## config.mk

```make
export PLATFORM = sky130hd
export DESIGN_NAME = wave_voice
export DESIGN_NICKNAME = d
export VERILOG_FILES = /design/src/rtl/wv_pkg.sv /design/src/rtl/wv_phase_acc.sv /design/src/rtl/wv_noise_lfsr.sv /design/src/rtl/wv_scale.sv /design/src/rtl/wv_shaper.sv /design/src/rtl/wave_voice.sv
export SDC_FILE = /design/constraint.sdc
export NUM_CORES = 1
export LEC_CHECK = 0
export BUFFER_PORTS_ARGS = -buffer_cell sky130_fd_sc_hd__buf_2
export CAP_MARGIN = 20
export CORE_ASPECT_RATIO = 1.4
export CORE_MARGIN = 5
export CORE_UTILIZATION = 30
export DETAILED_ROUTE_END_ITERATION = 8
export GPL_ROUTABILITY_DRIVEN = 0
export PLACE_DENSITY_LB_ADDON = 0.15
export SYNTH_ARGS = -nofsm -noshare
export SYNTH_HDL_FRONTEND = slang
export SYNTH_SLANG_ARGS = --single-unit
```

## constraint.sdc

```tcl
create_clock -name clk_i -period 19.9 [get_ports clk_i]
set_input_delay 2.985 -clock clk_i [delete_from_list [all_inputs] [get_ports clk_i]]
set_output_delay 2.985 -clock clk_i [all_outputs]
set_load 0.01 [all_outputs]
```

## src/rtl/wv_pkg.sv

```systemverilog
package wv_pkg;

   typedef enum logic [1:0] {
      WV_RAMP  = 2'b00,
      WV_TRI   = 2'b01,
      WV_RECT  = 2'b10,
      WV_NOISE = 2'b11
   } wv_mode_e;

   localparam int unsigned WV_MUL_DIRECT   = 0;
   localparam int unsigned WV_MUL_SHIFTADD = 1;

endpackage

```

## src/rtl/wv_phase_acc.sv

```systemverilog
module wv_phase_acc #(
   parameter int unsigned ACC_W     = 24,
   parameter int unsigned FREQ_W    = 16,
   parameter int unsigned CARRY_POS = 16,
   parameter int unsigned SLICE_LSB = 12,
   parameter int unsigned SAMP_W    = 8
) (
   input  logic              clk_i,
   input  logic              rst_ni,
   input  logic              tick_i,
   input  logic [FREQ_W-1:0] freq_i,
   output logic [ACC_W-1:0]  acc_q_o,
   output logic [SAMP_W-1:0] raw_o,
   output logic              carry_o
);
   localparam int unsigned LOW_W = CARRY_POS + 1;
   localparam int unsigned ACC_PAD = ACC_W - FREQ_W;
   localparam int unsigned LOW_PAD = LOW_W - FREQ_W;

   logic [ACC_W-1:0] acc_q;
   logic [ACC_W-1:0] acc_next;
   logic [LOW_W-1:0] low_sum;

   always_comb begin
      acc_next = acc_q + {{ACC_PAD{1'b0}}, freq_i};
      low_sum  = {1'b0, acc_q[CARRY_POS-1:0]} + {{LOW_PAD{1'b0}}, freq_i};
   end

   always_ff @(posedge clk_i or negedge rst_ni) begin
      if (!rst_ni) begin
         acc_q <= '0;
      end else if (tick_i) begin
         acc_q <= acc_next;
      end
   end

   assign raw_o   = acc_next[SLICE_LSB +: SAMP_W];
   assign carry_o = tick_i & low_sum[CARRY_POS];
   assign acc_q_o = acc_q;

endmodule

```

## src/rtl/wv_noise_lfsr.sv

```systemverilog
module wv_noise_lfsr #(
   parameter int unsigned         LFSR_W   = 24,
   parameter int unsigned         OUT_W    = 8,
   parameter logic [LFSR_W-1:0]   SEED     = 24'h5AC3E1,
   parameter logic [LFSR_W-1:0]   TAP_MASK = 24'h000087
) (
   input  logic              clk_i,
   input  logic              rst_ni,
   input  logic              step_i,
   output logic [LFSR_W-1:0] state_o,
   output logic [OUT_W-1:0]  next_bits_o
);
   logic [LFSR_W-1:0] state_q;
   logic [LFSR_W-1:0] state_next;
   logic              feedback;

   always_comb begin
      feedback   = ^(state_q & TAP_MASK);
      state_next = {feedback, state_q[LFSR_W-1:1]};
   end

   always_ff @(posedge clk_i or negedge rst_ni) begin
      if (!rst_ni) begin
         state_q <= SEED;
      end else if (step_i) begin
         state_q <= state_next;
      end
   end

   assign state_o     = state_q;
   assign next_bits_o = state_next[OUT_W-1:0];

endmodule

```

## src/rtl/wv_scale.sv

```systemverilog
module wv_scale
   import wv_pkg::*;
#(
   parameter int unsigned W         = 8,
   parameter int unsigned MUL_STYLE = WV_MUL_DIRECT
) (
   input  logic [W-1:0] val_i,
   input  logic [W-1:0] gain_i,
   output logic [W-1:0] scaled_o
);
   localparam int unsigned PW = 2 * W;

   logic [PW-1:0] prod;
   logic          unused_low;

   if (MUL_STYLE == WV_MUL_SHIFTADD) begin : g_shiftadd
      always_comb begin
         prod = '0;
         for (int i = 0; i < W; i++) begin
            if (gain_i[i]) begin
               prod = prod + ({{W{1'b0}}, val_i} << i);
            end
         end
      end
   end else begin : g_direct
      always_comb begin
         prod = {{W{1'b0}}, val_i} * {{W{1'b0}}, gain_i};
      end
   end

   assign scaled_o   = prod[PW-1:W];
   assign unused_low = ^prod[W-1:0];

endmodule

```

## src/rtl/wv_shaper.sv

```systemverilog
module wv_shaper
   import wv_pkg::*;
#(
   parameter int unsigned W         = 8,
   parameter int unsigned MUL_STYLE = WV_MUL_DIRECT
) (
   input  wv_mode_e     mode_i,
   input  logic [W-1:0] raw_i,
   input  logic [W-1:0] pw_i,
   input  logic [W-1:0] vol_i,
   input  logic [W-1:0] noise_i,
   output logic [W-1:0] shaped_o
);
   localparam int unsigned HALF_W = W - 1;

   logic [HALF_W-1:0] fold;
   logic [W-1:0]      tri_val;
   logic [W-1:0]      scale_in;
   logic [W-1:0]      scaled;
   logic [W-1:0]      rect_val;

   always_comb begin
      fold    = raw_i[HALF_W-1:0] ^ {HALF_W{raw_i[W-1]}};
      tri_val = {fold, 1'b0};
   end

   always_comb begin
      case (mode_i)
         WV_TRI:   scale_in = tri_val;
         WV_NOISE: scale_in = noise_i;
         default:  scale_in = raw_i;
      endcase
   end

   wv_scale #(
      .W         (W),
      .MUL_STYLE (MUL_STYLE)
   ) u_scale (
      .val_i    (scale_in),
      .gain_i   (vol_i),
      .scaled_o (scaled)
   );

   assign rect_val = (raw_i > pw_i) ? vol_i : '0;

   always_comb begin
      if (mode_i == WV_RECT) begin
         shaped_o = rect_val;
      end else begin
         shaped_o = scaled;
      end
   end

endmodule

```

## src/rtl/wave_voice.sv

```systemverilog
module wave_voice
   import wv_pkg::*;
#(
   parameter int unsigned       ACC_W     = 24,
   parameter int unsigned       FREQ_W    = 16,
   parameter int unsigned       SAMP_W    = 8,
   parameter int unsigned       SLICE_LSB = 12,
   parameter int unsigned       CARRY_POS = 16,
   parameter int unsigned       LFSR_W    = 24,
   parameter logic [LFSR_W-1:0] LFSR_SEED = 24'h5AC3E1,
   parameter logic [LFSR_W-1:0] LFSR_TAPS = 24'h000087,
   parameter int unsigned       MUL_STYLE = WV_MUL_DIRECT
) (
   input  logic              clk_i,
   input  logic              rst_ni,
   input  logic              tick_i,
   input  logic [FREQ_W-1:0] freq_i,
   input  logic [SAMP_W-1:0] pw_i,
   input  logic [SAMP_W-1:0] vol_i,
   input  logic [1:0]        mode_i,
   output logic [SAMP_W-1:0] sample_o,
   output logic              carry_o
);
   if (SLICE_LSB + SAMP_W > ACC_W) begin : g_bad_slice
      $error("wave_voice: sample slice exceeds accumulator width");
   end
   if (FREQ_W > CARRY_POS || CARRY_POS >= ACC_W) begin : g_bad_carry
      $error("wave_voice: carry position must lie between FREQ_W and ACC_W-1");
   end
   if (LFSR_SEED == '0) begin : g_bad_seed
      $error("wave_voice: noise seed must be nonzero");
   end
   if (SAMP_W > LFSR_W || SAMP_W < 2) begin : g_bad_samp
      $error("wave_voice: sample width out of range");
   end
   if (MUL_STYLE > WV_MUL_SHIFTADD) begin : g_bad_mul
      $error("wave_voice: unknown multiplier style");
   end

   wv_mode_e          mode;
   logic [ACC_W-1:0]  acc_q;
   logic [SAMP_W-1:0] raw;
   logic              noise_step;
   logic [LFSR_W-1:0] lfsr_q;
   logic [SAMP_W-1:0] noise_bits;
   logic [SAMP_W-1:0] shaped;
   logic              load_sample;
   logic [SAMP_W-1:0] sample_q;
   logic              carry_q;

   assign mode = wv_mode_e'(mode_i);

   wv_phase_acc #(
      .ACC_W     (ACC_W),
      .FREQ_W    (FREQ_W),
      .CARRY_POS (CARRY_POS),
      .SLICE_LSB (SLICE_LSB),
      .SAMP_W    (SAMP_W)
   ) u_acc (
      .clk_i   (clk_i),
      .rst_ni  (rst_ni),
      .tick_i  (tick_i),
      .freq_i  (freq_i),
      .acc_q_o (acc_q),
      .raw_o   (raw),
      .carry_o (noise_step)
   );

   wv_noise_lfsr #(
      .LFSR_W   (LFSR_W),
      .OUT_W    (SAMP_W),
      .SEED     (LFSR_SEED),
      .TAP_MASK (LFSR_TAPS)
   ) u_lfsr (
      .clk_i       (clk_i),
      .rst_ni      (rst_ni),
      .step_i      (noise_step),
      .state_o     (lfsr_q),
      .next_bits_o (noise_bits)
   );

   wv_shaper #(
      .W         (SAMP_W),
      .MUL_STYLE (MUL_STYLE)
   ) u_shape (
      .mode_i   (mode),
      .raw_i    (raw),
      .pw_i     (pw_i),
      .vol_i    (vol_i),
      .noise_i  (noise_bits),
      .shaped_o (shaped)
   );

   assign load_sample = tick_i & ((mode != WV_NOISE) | noise_step);

   always_ff @(posedge clk_i or negedge rst_ni) begin
      if (!rst_ni) begin
         sample_q <= '0;
         carry_q  <= 1'b0;
      end else begin
         carry_q <= noise_step;
         if (load_sample) begin
            sample_q <= shaped;
         end
      end
   end

   assign sample_o = sample_q;
   assign carry_o  = carry_q;

endmodule

```

==> flow_summary.html <==
<table>
<tr><th>Metric</th><th>Value</th></tr>
<tr><th colspan="2">STA</th></tr>
<tr><td>Worst slew margin</td><td>a little under half</td></tr>
<tr><td>Maximum frequency from static timing analysis</td><td>~0.099 GHz</td></tr>
<tr><td>Fin. max-slew vios</td><td>0</td></tr>
<tr><td>Number of endpoints with negative hold slack in the final report</td><td>0</td></tr>
<tr><td>Time the final worst path needs with I/O delays and setup</td><td>10.13 ns</td></tr>
<tr><td>Worst clock skew</td><td>0.01326 ns</td></tr>
<tr><td>Transition time at the pin with the least slew margin</td><td>slightly below 0.8 ns</td></tr>
<tr><td>Summed negative setup slack over all endpoints</td><td>0 ns</td></tr>
<tr><td>Worst-case setup margin in the final layout</td><td>9.766 ns</td></tr>
<tr><td>Post-route fraction of the period consumed by the critical path</td><td>between 50% and 60%</td></tr>
<tr><td>Post-Route Hold Slack</td><td>0.4529 ns</td></tr>
<tr><td>Setup repair after global routing missed its margin</td><td>false</td></tr>
<tr><td>Number of setup violations in the final report</td><td>0</td></tr>
<tr><th colspan="2">Critical path</th></tr>
<tr><td>Library cell appearing most often on the critical path</td><td>fa_1</td></tr>
<tr><td>Type of origin of the critical path</td><td>input port</td></tr>
<tr><td>CP Data Required Time</td><td>20.08 ns</td></tr>
<tr><td>Slowest library cell on the worst path</td><td>mux2i_1</td></tr>
<tr><td>Crit path capture type</td><td>register</td></tr>
<tr><td>Start of the worst register-to-register path</td><td>u_acc.acc_q_o[0]$_DFFE_PN0P_</td></tr>
<tr><td>Kind of critical path</td><td>input port to register</td></tr>
<tr><td>Crit-path max FO</td><td>8</td></tr>
<tr><td>Crit path launch</td><td>freq_i[0]</td></tr>
<tr><td>Slowest stage delay, CP</td><td>0.60 ns</td></tr>
<tr><td>Worst Path Arrival</td><td>10.31 ns</td></tr>
<tr><th colspan="2">Die</th></tr>
<tr><td>Site row count</td><td>57</td></tr>
<tr><td>Die width</td><td>123.0 µm</td></tr>
<tr><td>Die area</td><td>20,680 µm²</td></tr>
<tr><td>IO Pins</td><td>46</td></tr>
<tr><td>Vert. Die Dim</td><td>168.2 µm</td></tr>
<tr><td>Starting utilization of the core area</td><td>between 30% and 40%</td></tr>
<tr><td>Area of the core</td><td>17,470 µm²</td></tr>
<tr><th colspan="2">Finish</th></tr>
<tr><td>Net count, final</td><td>753</td></tr>
<tr><td>Leading cell type in the layout, fill and taps excluded</td><td>nand2_1</td></tr>
<tr><td>Final instance area</td><td>6003 µm²</td></tr>
<tr><td>Commonest non-fill, non-tap cells in the layout</td><td>85 x nand2_1, 57 x ha_1, 52 x inv_1</td></tr>
<tr><td>Fraction of final layout cells with drive strength greater than 1</td><td>17.95%</td></tr>
<tr><td>Area growth from synthesis to final layout</td><td>12.00%</td></tr>
<tr><td># diodes</td><td>0</td></tr>
<tr><th colspan="2">Yosys</th></tr>
<tr><td>Fraction of post-synthesis cell area in the top cell type by area</td><td>19.14%</td></tr>
<tr><td>Average size of a mapped cell</td><td>about 9.3 µm²</td></tr>
<tr><td>Compound-cell area share of the yosys netlist</td><td>13.77%</td></tr>
<tr><td>Multiplexer share of the synthesized area</td><td>5.369%</td></tr>
<tr><td>Number of flops mapped to enable cells by yosys</td><td>0</td></tr>
<tr><td>Predominant post-synthesis flop cell</td><td>dfrtp_1</td></tr>
<tr><td>Post-synthesis instance area</td><td>5360 µm²</td></tr>
<tr><td>Xor/xnor share of the synthesized area</td><td>5.742%</td></tr>
<tr><td>Post-synthesis share of cell area spent on and, or, nand and nor gates</td><td>18.81%</td></tr>
<tr><td>Post-synthesis cell count</td><td>579</td></tr>
<tr><td>Sequential fraction of the synthesis area</td><td>between 20 and 30%</td></tr>
<tr><td>Dominant combinational cell family by area after synthesis</td><td>adder cells</td></tr>
<tr><td>Share of synthesized cell area in full adder, half adder and majority cells</td><td>26.75%</td></tr>
<tr><td>Net count after synthesis</td><td>709</td></tr>
<tr><td>Seq cells post-synth</td><td>53</td></tr>
<tr><td>Most area-consuming cells after synthesis</td><td>dfrtp_1 19%, fa_1 13%, ha_1 13%</td></tr>
<tr><td>Synth async-reset ratio</td><td>100.0%</td></tr>
<tr><td>Number of warning messages in the yosys log</td><td>0</td></tr>
<tr><td>Cell type with the largest total area after synthesis</td><td>dfrtp_1</td></tr>
<tr><td>Distinct cells, synth</td><td>61</td></tr>
<tr><th colspan="2">Placed design</th></tr>
<tr><td>Area after DPL</td><td>5859 µm²</td></tr>
<tr><td>Post-detailed-placement half-perimeter wirelength</td><td>approximately 11 mm</td></tr>
<tr><td>Worst setup slack before clock tree synthesis</td><td>9.367 ns</td></tr>
<tr><td>Count of buffers inserted at the top-level ports</td><td>45</td></tr>
<tr><th colspan="2">Global route</th></tr>
<tr><td>Global router's overall resource usage</td><td>13.71%</td></tr>
<tr><td>Maximum number of pins on one net before global-route repair</td><td>54</td></tr>
<tr><td>Wire length of the first global-routing pass</td><td>around 23 mm</td></tr>
<tr><td>Number of global-route vias before repair</td><td>4,557</td></tr>
<tr><td>Number of antenna violations at the first check in global routing</td><td>0</td></tr>
<tr><td>Total congestion overflow after global routing</td><td>0</td></tr>
<tr><th colspan="2">Clocking</th></tr>
<tr><td>Clock sink count</td><td>53</td></tr>
<tr><td>Post CTS Setup Buffer Count</td><td>0</td></tr>
<tr><td>Clock-pin slew on the worst setup and hold paths</td><td>0.08 ns</td></tr>
<tr><td>CTS H-tree depth</td><td>2</td></tr>
<tr><td>CTS Hold Buffers Added</td><td>0</td></tr>
<tr><td>Clock insertion delay at the later pin of the skew report</td><td>about 0.30 ns</td></tr>
<tr><td>Cell chosen for the clock root</td><td>clkbuf_16</td></tr>
<tr><td>Number of CTS-inserted buffers</td><td>5</td></tr>
<tr><td>Clock tree from TritonCTS</td><td>done</td></tr>
<tr><td>Post-cts resize count</td><td>0</td></tr>
<tr><td>Number of buffers between clock root and the deepest sink</td><td>2</td></tr>
<tr><th colspan="2">Routing</th></tr>
<tr><td>Mean number of vias per cell</td><td>4.856</td></tr>
<tr><td>Number of routed nets with antenna violations</td><td>0</td></tr>
<tr><td>Number of detailed-route iterations in the first pass</td><td>4</td></tr>
<tr><td>Vias post-DR</td><td>between 4,000 and 5,000</td></tr>
<tr><td>Sum of routed wire length over all layers</td><td>between 10 and 15 mm</td></tr>
<tr><td>Drt initial violations</td><td>140</td></tr>
<tr><td>DRC Markers</td><td>0</td></tr>
<tr><td>Average wire per cell in the routed design</td><td>around 16 µm</td></tr>
<tr><th colspan="2">Status</th></tr>
<tr><td>Status</td><td>finished, final reports clean</td></tr>
<tr><th colspan="2">Min path</th></tr>
<tr><td>Worst hold path class</td><td>register to register</td></tr>
<tr><td>Source of the worst hold timing path</td><td>u_lfsr.state_o[20]$_DFFE_PN1P_</td></tr>
<tr><th colspan="2">Run</th></tr>
<tr><td>Number of max-capacitance violations reported</td><td>0</td></tr>
</table>
layout make-up:
| cell class | instances | area [µm²] |
|---|---|---|
| clock buffers | 6 | 128.9 |
| clock inverters | 2 | 15.01 |
| fillers | 1834 | 11470 |
| inverters | 53 | 198.9 |
| multi-input cells | 462 | 3776 |
| flip-flops and latches | 53 | 1341 |
| well taps | 236 | 295.3 |
| repair buffers | 48 | 247.7 |
cells in the mapped netlist (3+ instances only):
cell type  count
nor2_1        28
inv_1         52
xnor2_1       21
dfrtp_1       41
nor3_1         5
and2_2         6
nand3_1       12
o21ai_0       19
nand2b_1       7
xor2_1        11
clkbuf_1       6
fa_1          36
buf_1          3
ha_1          57
o21a_1         5
and2_1        23
dfstp_2       12
a21oi_1       33
a21o_1         7
nor2b_1       29
and3_1         4
a211oi_1       4
mux2_2        22
nand2_1       85
mux2i_1        4
o211ai_1       5
a221oi_1       3
cells by family after synthesis:
kind of cell / Yosys count
AO/OA/AOI/OAI: 103
XOR/XNOR: 33
adder cells (fa/ha/maj): 93
buffers and inverters: 64
flip-flops: 53
multiplexers: 26
AND/OR/NAND/NOR: 207
state kept, by name (all words and copies together) (netlist names):
signal / count
carry_o: 1
u_acc.acc_q_o: 20
u_lfsr.state_o: 24
sample_o: 8
routing by layer:
layer | global-route usage (%) | wire, µm | up-vias | part of all wire [%]
li1 | - | - | 2040 | -
met1 | 15.41 | 5399 | 2078 | 40
met2 | 26.26 | 7359 | 42 | 55
met3 | 1.879 | 307 | 16 | 2.3
met4 | 4.048 | 295 | 0 | 2.2
met5 | 0 | 0 | - | 0
path summary, 6_finish.rpt:
check / slack, ns / endpoint / cells past startpoint
max reg2reg: 12.17 / sample_o[5]$_DFFE_PN0P_ / 28
min reg2reg: 0.45 / u_lfsr.state_o[19]$_DFFE_PN1P_ / 2
min: 0.45 / u_lfsr.state_o[19]$_DFFE_PN1P_ / 2
max in group asynchronous: 16.61 / u_acc.acc_q_o[14]$_DFFE_PN0P_ / 2
max: 9.77 / sample_o[5]$_DFFE_PN0P_ / 29
min in group asynchronous: 2.81 / sample_o[7]$_DFFE_PN0P_ / 2
critical path, delay by kind of cell:
kind | cells | cell delay (ns)
xor+xnor | 2 | 0.41
buf+inv | 3 | 0.20
simple gates | 4 | 0.60
mux | 1 | 0.60
fa+ha+maj | 7 | 3.04
compound gates | 12 | 2.49
stage by stage:
step,instances,util (%)
2_1_floorplan,579,-
3_3_place_gp,852,33.53
3_5_place_dp,852,33.53
4_1_cts,860,34.36
5_1_grt,860,34.36
6_report,860,34.36
Power is not shown: default switching activity piles up to over one toggle a cycle in this logic, so the estimate is an artifact.
